$ cat config.mk
export PLATFORM = sky130hd
export DESIGN_NAME = tag_directory
export DESIGN_NICKNAME = d
export VERILOG_FILES = /design/src/rtl/tagdir_pkg.sv /design/src/rtl/tagdir_first_one.sv /design/src/rtl/tagdir_way_match.sv /design/src/rtl/tagdir_lru.sv /design/src/rtl/tag_directory.sv
export SDC_FILE = /design/constraint.sdc
export NUM_CORES = 1
export LEC_CHECK = 0
export BUFFER_PORTS_ARGS = -buffer_cell sky130_fd_sc_hd__clkbuf_2
export CORE_ASPECT_RATIO = 0.5
export CORE_UTILIZATION = 43
export CTS_CLUSTER_DIAMETER = 80
export DETAILED_ROUTE_END_ITERATION = 8
export GPL_TIMING_DRIVEN = 0
export PLACE_DENSITY = 0.58
export SLEW_MARGIN = 20
export SYNTH_ARGS = -nofsm -noshare
export SYNTH_HDL_FRONTEND = slang
export SYNTH_HIERARCHICAL = 1
export SYNTH_SLANG_ARGS = --single-unit
$ cat constraint.sdc
create_clock -name clk -period 7.1 [get_ports clk]
set_clock_uncertainty 0.15 [all_clocks]
set_input_delay 1.065 -clock clk [delete_from_list [all_inputs] [get_ports clk]]
set_output_delay 1.065 -clock clk [all_outputs]
set_load 0.02 [all_outputs]
$ cat src/rtl/tagdir_pkg.sv
package tagdir_pkg;
    typedef enum logic [3:0] {
        OP_ACCESS   = 4'd0,
        OP_AVAIL    = 4'd1,
        OP_ALLOC    = 4'd2,
        OP_DEALLOC  = 4'd3,
        OP_VICTIM   = 4'd4,
        OP_LOCK_SET = 4'd5,
        OP_LOCK_CLR = 4'd6,
        OP_LOCK_TST = 4'd7,
        OP_TOUCH    = 4'd8,
        OP_SET_PERM = 4'd9
    } op_e;

    typedef enum logic [2:0] {
        PERM_NOT_PRESENT = 3'd0,
        PERM_INVALID     = 3'd1,
        PERM_READ_ONLY   = 3'd2,
        PERM_READ_WRITE  = 3'd3,
        PERM_BUSY        = 3'd4
    } perm_e;

    typedef enum logic [1:0] {
        RQ_LOAD   = 2'd0,
        RQ_IFETCH = 2'd1,
        RQ_STORE  = 2'd2,
        RQ_ATOMIC = 2'd3
    } rtype_e;

    typedef enum logic {
        ST_IDLE = 1'b0,
        ST_EXEC = 1'b1
    } state_e;
endpackage

$ cat src/rtl/tagdir_first_one.sv
module tagdir_first_one #(
    parameter int N = 4,
    parameter int W = 2
) (
    input  logic [N-1:0] vec,
    output logic         found,
    output logic [W-1:0] idx
);
    always_comb begin
        found = |vec;
        idx   = '0;
        for (int i = N - 1; i >= 0; i--) begin
            if (vec[i]) idx = W'(i);
        end
    end
endmodule

$ cat src/rtl/tagdir_way_match.sv
module tagdir_way_match #(
    parameter int WAYS   = 4,
    parameter int ADDR_W = 16,
    parameter int WB     = 2
) (
    input  logic [WAYS-1:0]             occ,
    input  logic [WAYS-1:0][ADDR_W-1:0] lines,
    input  logic [WAYS-1:0][2:0]        perms,
    input  logic [ADDR_W-1:0]           key,
    output logic [WAYS-1:0]             hit_vec,
    output logic                        hit,
    output logic [WB-1:0]               hit_way,
    output logic                        raw_hit,
    output logic [WB-1:0]               raw_way,
    output logic                        any_free,
    output logic [WB-1:0]               free_way,
    output logic                        has_key
);
    import tagdir_pkg::*;

    logic [WAYS-1:0] raw_vec;
    logic [WAYS-1:0] free_vec;

    for (genvar w = 0; w < WAYS; w++) begin : g_way
        assign raw_vec[w]  = occ[w] && (lines[w] == key);
        assign hit_vec[w]  = raw_vec[w] && (perms[w] != PERM_NOT_PRESENT);
        assign free_vec[w] = !occ[w] || (perms[w] == PERM_NOT_PRESENT);
    end

    assign has_key = |raw_vec;

    tagdir_first_one #(.N(WAYS), .W(WB)) i_hit_enc (
        .vec(hit_vec), .found(hit), .idx(hit_way)
    );
    tagdir_first_one #(.N(WAYS), .W(WB)) i_raw_enc (
        .vec(raw_vec), .found(raw_hit), .idx(raw_way)
    );
    tagdir_first_one #(.N(WAYS), .W(WB)) i_free_enc (
        .vec(free_vec), .found(any_free), .idx(free_way)
    );
endmodule

$ cat src/rtl/tagdir_lru.sv
module tagdir_lru #(
    parameter int SETS = 4,
    parameter int WAYS = 4,
    parameter int SB   = 2,
    parameter int WB   = 2
) (
    input  logic          clk,
    input  logic          rst_n,
    input  logic          touch_en,
    input  logic [SB-1:0] touch_set,
    input  logic [WB-1:0] touch_way,
    input  logic [SB-1:0] rd_set,
    output logic [WB-1:0] victim_way
);
    logic [WB-1:0] age_q [SETS][WAYS];

    always_ff @(posedge clk) begin
        if (!rst_n) begin
            for (int s = 0; s < SETS; s++) begin
                for (int w = 0; w < WAYS; w++) begin
                    age_q[s][w] <= WB'(w);
                end
            end
        end else if (touch_en) begin
            for (int w = 0; w < WAYS; w++) begin
                if (WB'(w) == touch_way) begin
                    age_q[touch_set][w] <= '0;
                end else if (age_q[touch_set][w] < age_q[touch_set][touch_way]) begin
                    age_q[touch_set][w] <= age_q[touch_set][w] + 1'b1;
                end
            end
        end
    end

    always_comb begin
        victim_way = '0;
        for (int w = 1; w < WAYS; w++) begin
            if (age_q[rd_set][w] > age_q[rd_set][victim_way]) victim_way = WB'(w);
        end
    end

    // ages stay a permutation, so the chosen victim carries the top age
    p_victim_oldest_r10: assert property (@(posedge clk) disable iff (!rst_n)
        age_q[rd_set][victim_way] == WB'(WAYS - 1));
endmodule

$ cat src/rtl/tag_directory.sv
module tag_directory #(
    parameter int ADDR_W     = 16,
    parameter int CAPACITY   = 1024,
    parameter int WAYS       = 4,
    parameter int LINE_BYTES = 64,
    parameter int IDX_LO     = 6,
    parameter int CTX_W      = 4,
    localparam int NUM_SETS  = CAPACITY / WAYS / LINE_BYTES,
    localparam int SET_BITS  = $clog2(NUM_SETS),
    localparam int WAY_BITS  = $clog2(WAYS)
) (
    input  logic                clk,
    input  logic                rst_n,
    input  logic                req_valid,
    output logic                req_ready,
    input  logic [3:0]          req_op,
    input  logic [ADDR_W-1:0]   req_addr,
    input  logic [1:0]          req_type,
    input  logic [CTX_W-1:0]    req_ctx,
    input  logic [2:0]          req_perm,
    input  logic                req_touch,
    output logic                resp_valid,
    output logic                resp_hit,
    output logic [WAY_BITS-1:0] resp_way,
    output logic                resp_grant,
    output logic                resp_error,
    output logic [ADDR_W-1:0]   resp_victim
);
    import tagdir_pkg::*;

    if (NUM_SETS < 2) begin : g_bad_geometry
        $error("tag_directory needs at least two sets");
    end

    // request latch and state
    state_e              state_q;
    op_e                 op_q;
    logic [ADDR_W-1:0]   addr_q;
    logic [1:0]          type_q;
    logic [CTX_W-1:0]    ctx_q;
    logic [2:0]          nperm_q;
    logic                touch_q;

    // directory arrays
    logic                occ_q   [NUM_SETS][WAYS];
    logic [ADDR_W-1:0]   line_q  [NUM_SETS][WAYS];
    logic [2:0]          perm_q  [NUM_SETS][WAYS];
    logic                held_q  [NUM_SETS][WAYS];
    logic [CTX_W-1:0]    owner_q [NUM_SETS][WAYS];

    logic [SET_BITS-1:0] set_idx;
    assign set_idx = addr_q[IDX_LO +: SET_BITS];

    // selected set, flattened for the matcher
    logic [WAYS-1:0]             row_occ;
    logic [WAYS-1:0][ADDR_W-1:0] row_line;
    logic [WAYS-1:0][2:0]        row_perm;
    always_comb begin
        for (int w = 0; w < WAYS; w++) begin
            row_occ[w]  = occ_q[set_idx][w];
            row_line[w] = line_q[set_idx][w];
            row_perm[w] = perm_q[set_idx][w];
        end
    end

    logic [WAYS-1:0]     hit_vec;
    logic                hit, raw_hit, any_free, has_key;
    logic [WAY_BITS-1:0] hit_way, raw_way, free_way, victim_way;

    tagdir_way_match #(.WAYS(WAYS), .ADDR_W(ADDR_W), .WB(WAY_BITS)) i_match (
        .occ(row_occ), .lines(row_line), .perms(row_perm), .key(addr_q),
        .hit_vec(hit_vec), .hit(hit), .hit_way(hit_way),
        .raw_hit(raw_hit), .raw_way(raw_way),
        .any_free(any_free), .free_way(free_way), .has_key(has_key)
    );

    // execute-stage decisions
    logic                do_touch, wr_alloc, wr_free, wr_lock, lock_val, wr_perm;
    logic [WAY_BITS-1:0] tgt_way;
    logic                x_grant, x_error;
    logic [WAY_BITS-1:0] x_way;
    logic [ADDR_W-1:0]   x_victim;

    tagdir_lru #(.SETS(NUM_SETS), .WAYS(WAYS), .SB(SET_BITS), .WB(WAY_BITS)) i_lru (
        .clk(clk), .rst_n(rst_n),
        .touch_en(do_touch && (state_q == ST_EXEC)),
        .touch_set(set_idx), .touch_way(tgt_way),
        .rd_set(set_idx), .victim_way(victim_way)
    );

    always_comb begin
        do_touch = 1'b0;
        wr_alloc = 1'b0;
        wr_free  = 1'b0;
        wr_lock  = 1'b0;
        lock_val = 1'b0;
        wr_perm  = 1'b0;
        tgt_way  = hit_way;
        x_grant  = 1'b0;
        x_error  = 1'b0;
        x_way    = hit_way;
        x_victim = '0;
        unique case (op_q)
            OP_ACCESS: begin
                do_touch = hit;
                if (hit) begin
                    if (row_perm[hit_way] == PERM_READ_WRITE) begin
                        x_grant = 1'b1;
                    end else if (row_perm[hit_way] == PERM_READ_ONLY) begin
                        x_grant = (type_q == RQ_LOAD) || (type_q == RQ_IFETCH);
                    end
                end
            end
            OP_AVAIL: x_grant = has_key || any_free;
            OP_ALLOC: begin
                if (hit || !any_free) begin
                    x_error = 1'b1;
                end else begin
                    wr_alloc = 1'b1;
                    x_grant  = 1'b1;
                    tgt_way  = free_way;
                    x_way    = free_way;
                    do_touch = touch_q;
                end
            end
            OP_DEALLOC: begin
                wr_free = hit;
                x_grant = hit;
                x_error = !hit;
            end
            OP_VICTIM: begin
                x_way = victim_way;
                if (any_free) begin
                    x_error = 1'b1;
                end else begin
                    x_grant  = 1'b1;
                    x_victim = row_line[victim_way];
                end
            end
            OP_LOCK_SET, OP_LOCK_CLR: begin
                wr_lock  = hit;
                lock_val = (op_q == OP_LOCK_SET);
                x_grant  = hit;
                x_error  = !hit;
            end
            OP_LOCK_TST: begin
                x_error = !hit;
                x_grant = hit && held_q[set_idx][hit_way] &&
                          (owner_q[set_idx][hit_way] == ctx_q);
            end
            OP_TOUCH: begin
                do_touch = hit;
                x_grant  = hit;
            end
            OP_SET_PERM: begin
                tgt_way = raw_way;
                x_way   = raw_way;
                wr_perm = raw_hit;
                x_grant = raw_hit;
                x_error = !raw_hit;
            end
            default: x_error = 1'b1;
        endcase
    end

    // state register and request latch
    always_ff @(posedge clk) begin
        if (!rst_n) begin
            state_q <= ST_IDLE;
            op_q    <= OP_ACCESS;
            addr_q  <= '0;
            type_q  <= '0;
            ctx_q   <= '0;
            nperm_q <= '0;
            touch_q <= 1'b0;
        end else begin
            unique case (state_q)
                ST_IDLE: if (req_valid) begin
                    state_q <= ST_EXEC;
                    op_q    <= op_e'(req_op);
                    addr_q  <= req_addr;
                    type_q  <= req_type;
                    ctx_q   <= req_ctx;
                    nperm_q <= req_perm;
                    touch_q <= req_touch;
                end
                ST_EXEC: state_q <= ST_IDLE;
                default: state_q <= ST_IDLE;
            endcase
        end
    end

    // array commit
    always_ff @(posedge clk) begin
        if (!rst_n) begin
            for (int s = 0; s < NUM_SETS; s++) begin
                for (int w = 0; w < WAYS; w++) begin
                    occ_q[s][w]   <= 1'b0;
                    line_q[s][w]  <= '0;
                    perm_q[s][w]  <= PERM_NOT_PRESENT;
                    held_q[s][w]  <= 1'b0;
                    owner_q[s][w] <= '0;
                end
            end
        end else if (state_q == ST_EXEC) begin
            if (wr_alloc) begin
                occ_q[set_idx][tgt_way]   <= 1'b1;
                line_q[set_idx][tgt_way]  <= addr_q;
                perm_q[set_idx][tgt_way]  <= PERM_INVALID;
                held_q[set_idx][tgt_way]  <= 1'b0;
                owner_q[set_idx][tgt_way] <= '0;
            end
            if (wr_free) begin
                occ_q[set_idx][tgt_way]  <= 1'b0;
                perm_q[set_idx][tgt_way] <= PERM_NOT_PRESENT;
                held_q[set_idx][tgt_way] <= 1'b0;
            end
            if (wr_lock) begin
                held_q[set_idx][tgt_way]  <= lock_val;
                owner_q[set_idx][tgt_way] <= lock_val ? ctx_q : '0;
            end
            if (wr_perm) begin
                perm_q[set_idx][tgt_way] <= nperm_q;
            end
        end
    end

    // output process
    always_ff @(posedge clk) begin
        if (!rst_n) begin
            resp_valid  <= 1'b0;
            resp_hit    <= 1'b0;
            resp_way    <= '0;
            resp_grant  <= 1'b0;
            resp_error  <= 1'b0;
            resp_victim <= '0;
        end else begin
            resp_valid <= (state_q == ST_EXEC);
            if (state_q == ST_EXEC) begin
                resp_hit    <= hit;
                resp_way    <= x_way;
                resp_grant  <= x_grant;
                resp_error  <= x_error;
                resp_victim <= x_victim;
            end
        end
    end

    assign req_ready = (state_q == ST_IDLE);

    // accepted request answers after exactly two edges, as a one-cycle pulse
    p_accept_to_resp_r2: assert property (@(posedge clk) disable iff (!rst_n)
        (req_valid && req_ready) |=> ##1 resp_valid);
    p_resp_pulse_r2: assert property (@(posedge clk) disable iff (!rst_n)
        resp_valid |=> !resp_valid);
    // allocate refuses duplicates, so at most one present way matches
    p_unique_hit_r4: assert property (@(posedge clk) disable iff (!rst_n)
        $onehot0(hit_vec));
    // an access grant is only possible on a hit
    p_grant_needs_hit_r5: assert property (@(posedge clk) disable iff (!rst_n)
        (resp_valid && op_q == OP_ACCESS && resp_grant) |-> resp_hit);
    // a refused operation never also reports success
    p_error_no_grant_r8: assert property (@(posedge clk) disable iff (!rst_n)
        resp_valid |-> !(resp_grant && resp_error));
endmodule

Word level (Yosys, flattened, before mapping). Memories as Yosys holds them, arrays and structs flattened. A register that Yosys moved wholly into a read port is not among the register bits. Cells that the tools add are included.

Memories: 6. Logic and storage cells: 380. Register bits after elaboration: 53. Bits in writable memories: 432.

Bitwise gates (word level): 61. Equal/unequal tests: 20. Muxes and demuxes: 210. Order comparisons: 14. Add/subtract/negate cells: 4. Reduce and logical (&&, ||, !) cells: 52.

Memories: line_q (words 4, bits a word 64, read ports 1, clocked after memory_dff 1, write ports 4, line tag_directory.sv:46) `logic [ADDR_W-1:0] line_q [NUM_SETS][WAYS];`; owner_q (words 4, bits a word 16, read ports 1, clocked after memory_dff 1, write ports 4, line tag_directory.sv:49) `logic [CTX_W-1:0] owner_q [NUM_SETS][WAYS];`; perm_q (words 4, bits a word 12, read ports 1, clocked after memory_dff 1, write ports 4, line tag_directory.sv:47) `logic [2:0] perm_q [NUM_SETS][WAYS];`; i_lru.age_q (words 4, bits a word 8, read ports 1, clocked after memory_dff 1, write ports 4, line tagdir_lru.sv:15) `logic [WB-1:0] age_q [SETS][WAYS];`; held_q (words 4, bits a word 4, read ports 1, clocked after memory_dff 1, write ports 4, line tag_directory.sv:48) `logic held_q [NUM_SETS][WAYS];`; occ_q (words 4, bits a word 4, read ports 1, clocked after memory_dff 1, write ports 4, line tag_directory.sv:45) `logic occ_q [NUM_SETS][WAYS];`.

Operators by type and width (number): 64-bit 2-to-1 mux (3); 16-bit 2-to-1 mux (8); 1-bit 2-to-1 mux (119); 2-bit 2-to-1 mux (43); 16-bit == test (4); 64-bit OR reduction (1); 12-bit 2-to-1 mux (5); 1-bit OR (56); 4-bit 2-to-1 mux (12); 16-bit binary-select mux with 2-bit select (1); 16-bit demux with 2-bit select (1); 4-bit OR reduction (7); 4-bit by 3-bit == test with 1-bit output, second input constant (4); 16-bit OR reduction (1); 2-bit binary-select mux with 2-bit select (3); 3-bit >= comparator, second input constant (4); 1-bit logical AND (12); 3-bit logical NOT (4); 3-bit nonzero test (4); 12-bit OR reduction (1); 2-bit NOT with 3-bit output (3); 2-bit by 1-bit adder with 2-bit output, second input constant (4); 4-bit binary-select mux with 2-bit select (1); 4-bit demux with 2-bit select (1); 33 further kinds (59).

Depth between registers and ports, before layout.
Depth after elaboration: 22. Depth in mapped cells: 25. Mapped depth without buffers: 20.

By module. The synthesis kept the hierarchy.

By module, submodules not included: tag_directory (seq. area each 13072.5 um^2, cells an instance 1531, area each 20727.4 um^2, times used 1); tagdir_lru (seq. area each 960.9 um^2, cells an instance 243, area each 2477.4 um^2, times used 1); tagdir_way_match (seq. area each 0.0 um^2, cells an instance 104, area each 843.3 um^2, times used 1); tagdir_first_one (seq. area each 0.0 um^2, cells an instance 7, area each 35.0 um^2, times used 3).

Worst setup path after synthesis. OpenSTA, ideal clock, no wires.

Path kind: register to register. Start point: register with a tool-made name. End point: memory i_lru/age_q[2][0] (netlist name) (enable). Buffers on the path: 5. Setup slack: 1005 ps. Clock period less this slack: 6095 ps. Cell stages (with the launch flop): 25. Arrival: 5646 ps. Cells stage by stage: dfxtp_1 > buf_1 > buf_1 > mux4_2 > xor2_1 > nor4_1 > nand4_1 > nor4_2 > o31a_1 > nor2_1 > nand2_1 > nor2b_2 > nor2b_1 > buf_2 > a221oi_4 > inv_4 > clkbuf_1 > clkbuf_1 > mux4_2 > inv_1 > ha_1 > or3_1 > o41a_1 > a21oi_1 > nand2b_1.

RTL lines (line): to (decl) (tagdir_lru.sv:15).

==> results.rst <==
.. list-table::
   :header-rows: 1

   * - Metric
     - Value
   * - Outcome
     - complete, no violations
   * - H-tree level count
     - 2
   * - Part of the cycle the worst path needs
     - 0.9545
   * - Flip-flop and latch count after synthesis
     - approximately 490
   * - Power per Cell Area
     - ~240 nW/um2
   * - Maximum achievable frequency
     - ~0.15 GHz
   * - Horizontal die dimension
     - 337.2 um
   * - Antenna cell count
     - 0
   * - Num rows
     - 60
   * - Area of the core region
     - 54,580 um2
   * - Setup total negative slack
     - 0 ps
   * - Final #Nets
     - slightly above 2,000
   * - Register area share after synthesis
     - 0.5810
   * - Syn-to-layout area delta
     - 12.82%
   * - Avg Vias per Cell
     - approximately 5.8
   * - Final Hold Viols
     - 0
   * - Library cells used by synthesis
     - 76
   * - Summed instance area of the synthesized netlist
     - between 20,000 and 25,000 um2
   * - Pin count of the biggest net entering global routing
     - 17
   * - Total design power
     - 6.580 mW
   * - Fin. max-slew vios
     - 0
   * - Worst Path Arrival
     - between 6000 and 7000 ps
   * - Number of enable flip-flop cells after synthesis
     - 430
   * - Overall overflow remaining after global route
     - 0
   * - Per-instance average area after synthesis
     - 12.72 um2
   * - Max_cap viols
     - 0
   * - Biggest area contributors in the synthesized netlist
     - edfxtp_1, mux4_2, and2_1, dfxtp_1, nand2_1
   * - Estimated wirelength of the detail-placed design
     - around 55,000 um
   * - Most area-hungry cell type in the Yosys netlist
     - edfxtp_1
   * - Worst vdd ir
     - 165.9 uV
   * - Max-Slew Margin vs Limit
     - 0.2864
   * - Buffer depth of the longest clock path
     - 3
   * - Hold_ws
     - between 300 and 400 ps
   * - Placer's final routability congestion estimate
     - 0.9630
   * - FFs w/ async S/R, synth
     - 0
   * - Leakage power
     - roughly 9.5 nW
   * - Root buffer cell
     - clkbuf_16
   * - Synthesized netlist cell count
     - between 1,500 and 2,000
   * - First-pass GRT wire length
     - about 110,000 um
   * - Starting utilization of the core area
     - 0.4425
   * - Critical path data required time
     - roughly 7200 ps
   * - Critical path start-end classification
     - reg -> reg
   * - Clock tree sinks
     - roughly 500
   * - Die boundary height
     - 169.6 um
   * - Setup repair after global routing missed its margin
     - false
   * - CTS tree
     - done
   * - Nature of the critical path startpoint
     - flip-flop
   * - Share of the synthesized area in the top cell type
     - 0.5346
   * - Worst Path Max Fanout
     - 10
   * - Initial antenna violation count
     - 3
   * - Worst-Margin Slew
     - roughly 1100 ps
   * - Overall Global Routing Usage
     - 0.2636
   * - Clock-pin slew of the registers on the worst-case setup and hold paths
     - ~70 ps
   * - Number of warning messages in the yosys log
     - 6
   * - Iteration-0 DRC Markers
     - approximately 1,900
   * - Remaining antenna violation count
     - 0
   * - Total clock buffers created by CTS
     - 46
   * - Final setup fails
     - 0
   * - Number of search-and-repair iterations in the first detailed-routing pass
     - 6
   * - Vias
     - about 16,000
   * - Top flip-flop cell by instance count after synthesis
     - edfxtp_1
   * - Clk Latency, worst-skew pair
     - around 600 ps
   * - Area enclosed by the die boundary
     - around 57,000 um2
   * - Post-route minimum period
     - 6777 ps
   * - Remaining routing DRC violations
     - 0
   * - Fraction of final layout cells sized beyond drive strength 1
     - 0.1883
   * - Per-cell routed wire length
     - approximately 26 um
   * - Hold WC Path Type
     - reg -> reg
   * - Endpoint kind of the worst setup timing path
     - flip-flop
   * - Final WL
     - about 75,000 um
   * - PortBufs
     - 53
   * - Boundary Pins
     - 56
   * - Number of global-route vias before repair
     - between 15,000 and 20,000
## power breakdown
part,internal (mW),switching (mW),leakage (nW)
clock network,1.34,1.15,0.708
registers,3.20,0.0579,4.83
logic,0.315,0.518,4.00
## synthesized netlist by cell type, drive strengths merged (2+ instances only)
cell      n
mux2     13
nor4     13
edfxtp  430
o31a      4
o31ai     7
nor2b    24
a21oi    31
mux2i    33
o21a      4
a22oi     3
nor2    162
mux4    121
o22ai     9
or2       3
or4b      2
xnor2    54
and3     59
a211oi    3
buf      64
nand2   168
nand4b    4
ha       11
nand4    15
a221oi    5
and2    226
nand3    23
xor2     19
a31oi     6
nor3     19
inv      38
nor3b     3
clkbuf   79
o211ai    2
o21ai   117
or3       2
a21boi   29
dfxtp    56
o311ai    2
nand2b   20
## registers in the layout, summed over array words and instances (netlist names), 2 cells and up, named ones only
name         cells
line_q         256
owner_q         64
perm_q          48
i_lru/age_q     32
addr_q          16
held_q          16
occ_q           16
resp_victim     16
ctx_q            4
op_q             4
nperm_q          3
resp_way         2
## path summary, 6_finish.rpt
kind / startpoint / endpoint / slack, ps / depth (start not counted)
worst max-delay path: flip-flop / i_lru/age_q[0][1]$_SDFFCE_PN1P_ / 320 / 18
worst min-delay path: resp_victim[6]$_SDFFE_PN0P_ / resp_victim[6]$_SDFFE_PN0P_ / 310 / 2
worst max register to register: flip-flop / i_lru/age_q[0][1]$_SDFFCE_PN1P_ / 320 / 18
worst min register to register: resp_victim[6]$_SDFFE_PN0P_ / resp_victim[6]$_SDFFE_PN0P_ / 310 / 2
## cells by family after synthesis
logic type | share of synthesized area
other | 0.0001553
XOR/XNOR | 0.02678
adder cells (fa/ha/maj) | 0.005698
flip-flops | 0.5810
multiplexers | 0.1331
buffers and inverters | 0.03170
AND/OR/NAND/NOR | 0.1617
AO/OA/AOI/OAI | 0.05983
## stage by stage
step	instances	setup slack (ps)	area (um2)	util
floorplan	1914	1005	24210	-
global placement	2711	-1947	25410	0.4655
detailed placement	2723	-1385	25640	0.4698
CTS	2816	29.10	27230	0.4990
global route	2815	143.0	27250	0.4993
finish	2815	323.1	27250	0.4993
## layer usage
metal | share of wire | vias to the layer above | GRT usage | wire (um)
li1 | - | 7195 | - | -
met1 | 0.44 | 8262 | 0.3826 | 32700
met2 | 0.45 | 760 | 0.4118 | 33880
met3 | 0.083 | 124 | 0.04513 | 6195
met4 | 0.023 | 4 | 0.06344 | 1732
met5 | 0.00031 | - | 0 | 23
## layout make-up
type / instances / area, um2
Multi-Input combinational cell: 1247 / 9538
Timing Repair Buffer: 73 / 479.2
Fill cell: 4814 / 27330
Buffer: 141 / 668.1
Tap cell: 744 / 930.9
Clock inverter: 18 / 155.1
Sequential cell: 486 / 14030
Inverter: 38 / 147.6
Clock buffer: 68 / 1295
## critical path: stages, from the launching register on
cell and delay (ps):
dfxtp_1 340, buf_4 260, buf_4 330, mux4_2 590
xor2_1 210, nor4_2 480, nand4_1 210, nor4_4 170
buf_4 200, o31a_1 160, nor2_1 80, nand2_2 190
or4b_2 670, a21oi_1 760, nand2_1 440, or3_1 420
o41a_1 370, a21oi_1 200, nand2b_1 190
## placed cells by master (no fill, tap or decap), types with 32 or more instances in the layout
cell type  count
buf_2         37
clkbuf_16     47
inv_1         36
nand2_1      164
mux2i_1       32
o21ai_0      100
nor2_1       151
clkbuf_2      58
mux4_2       121
clkbuf_1      89
xnor2_1       54
dfxtp_1       55
and2_1       225
edfxtp_1     430
and3_1        59
## repair_timing
item	4_1_cts	5_1_grt
endpoints found under the hold margin	0	0
setup endpoints to repair	374	46
resized for setup	36	7
setup buffers	7	1
gates cloned	0	0
hold buffers	0	0
pin swaps	5	1
(Power assumes the default switching activity.)
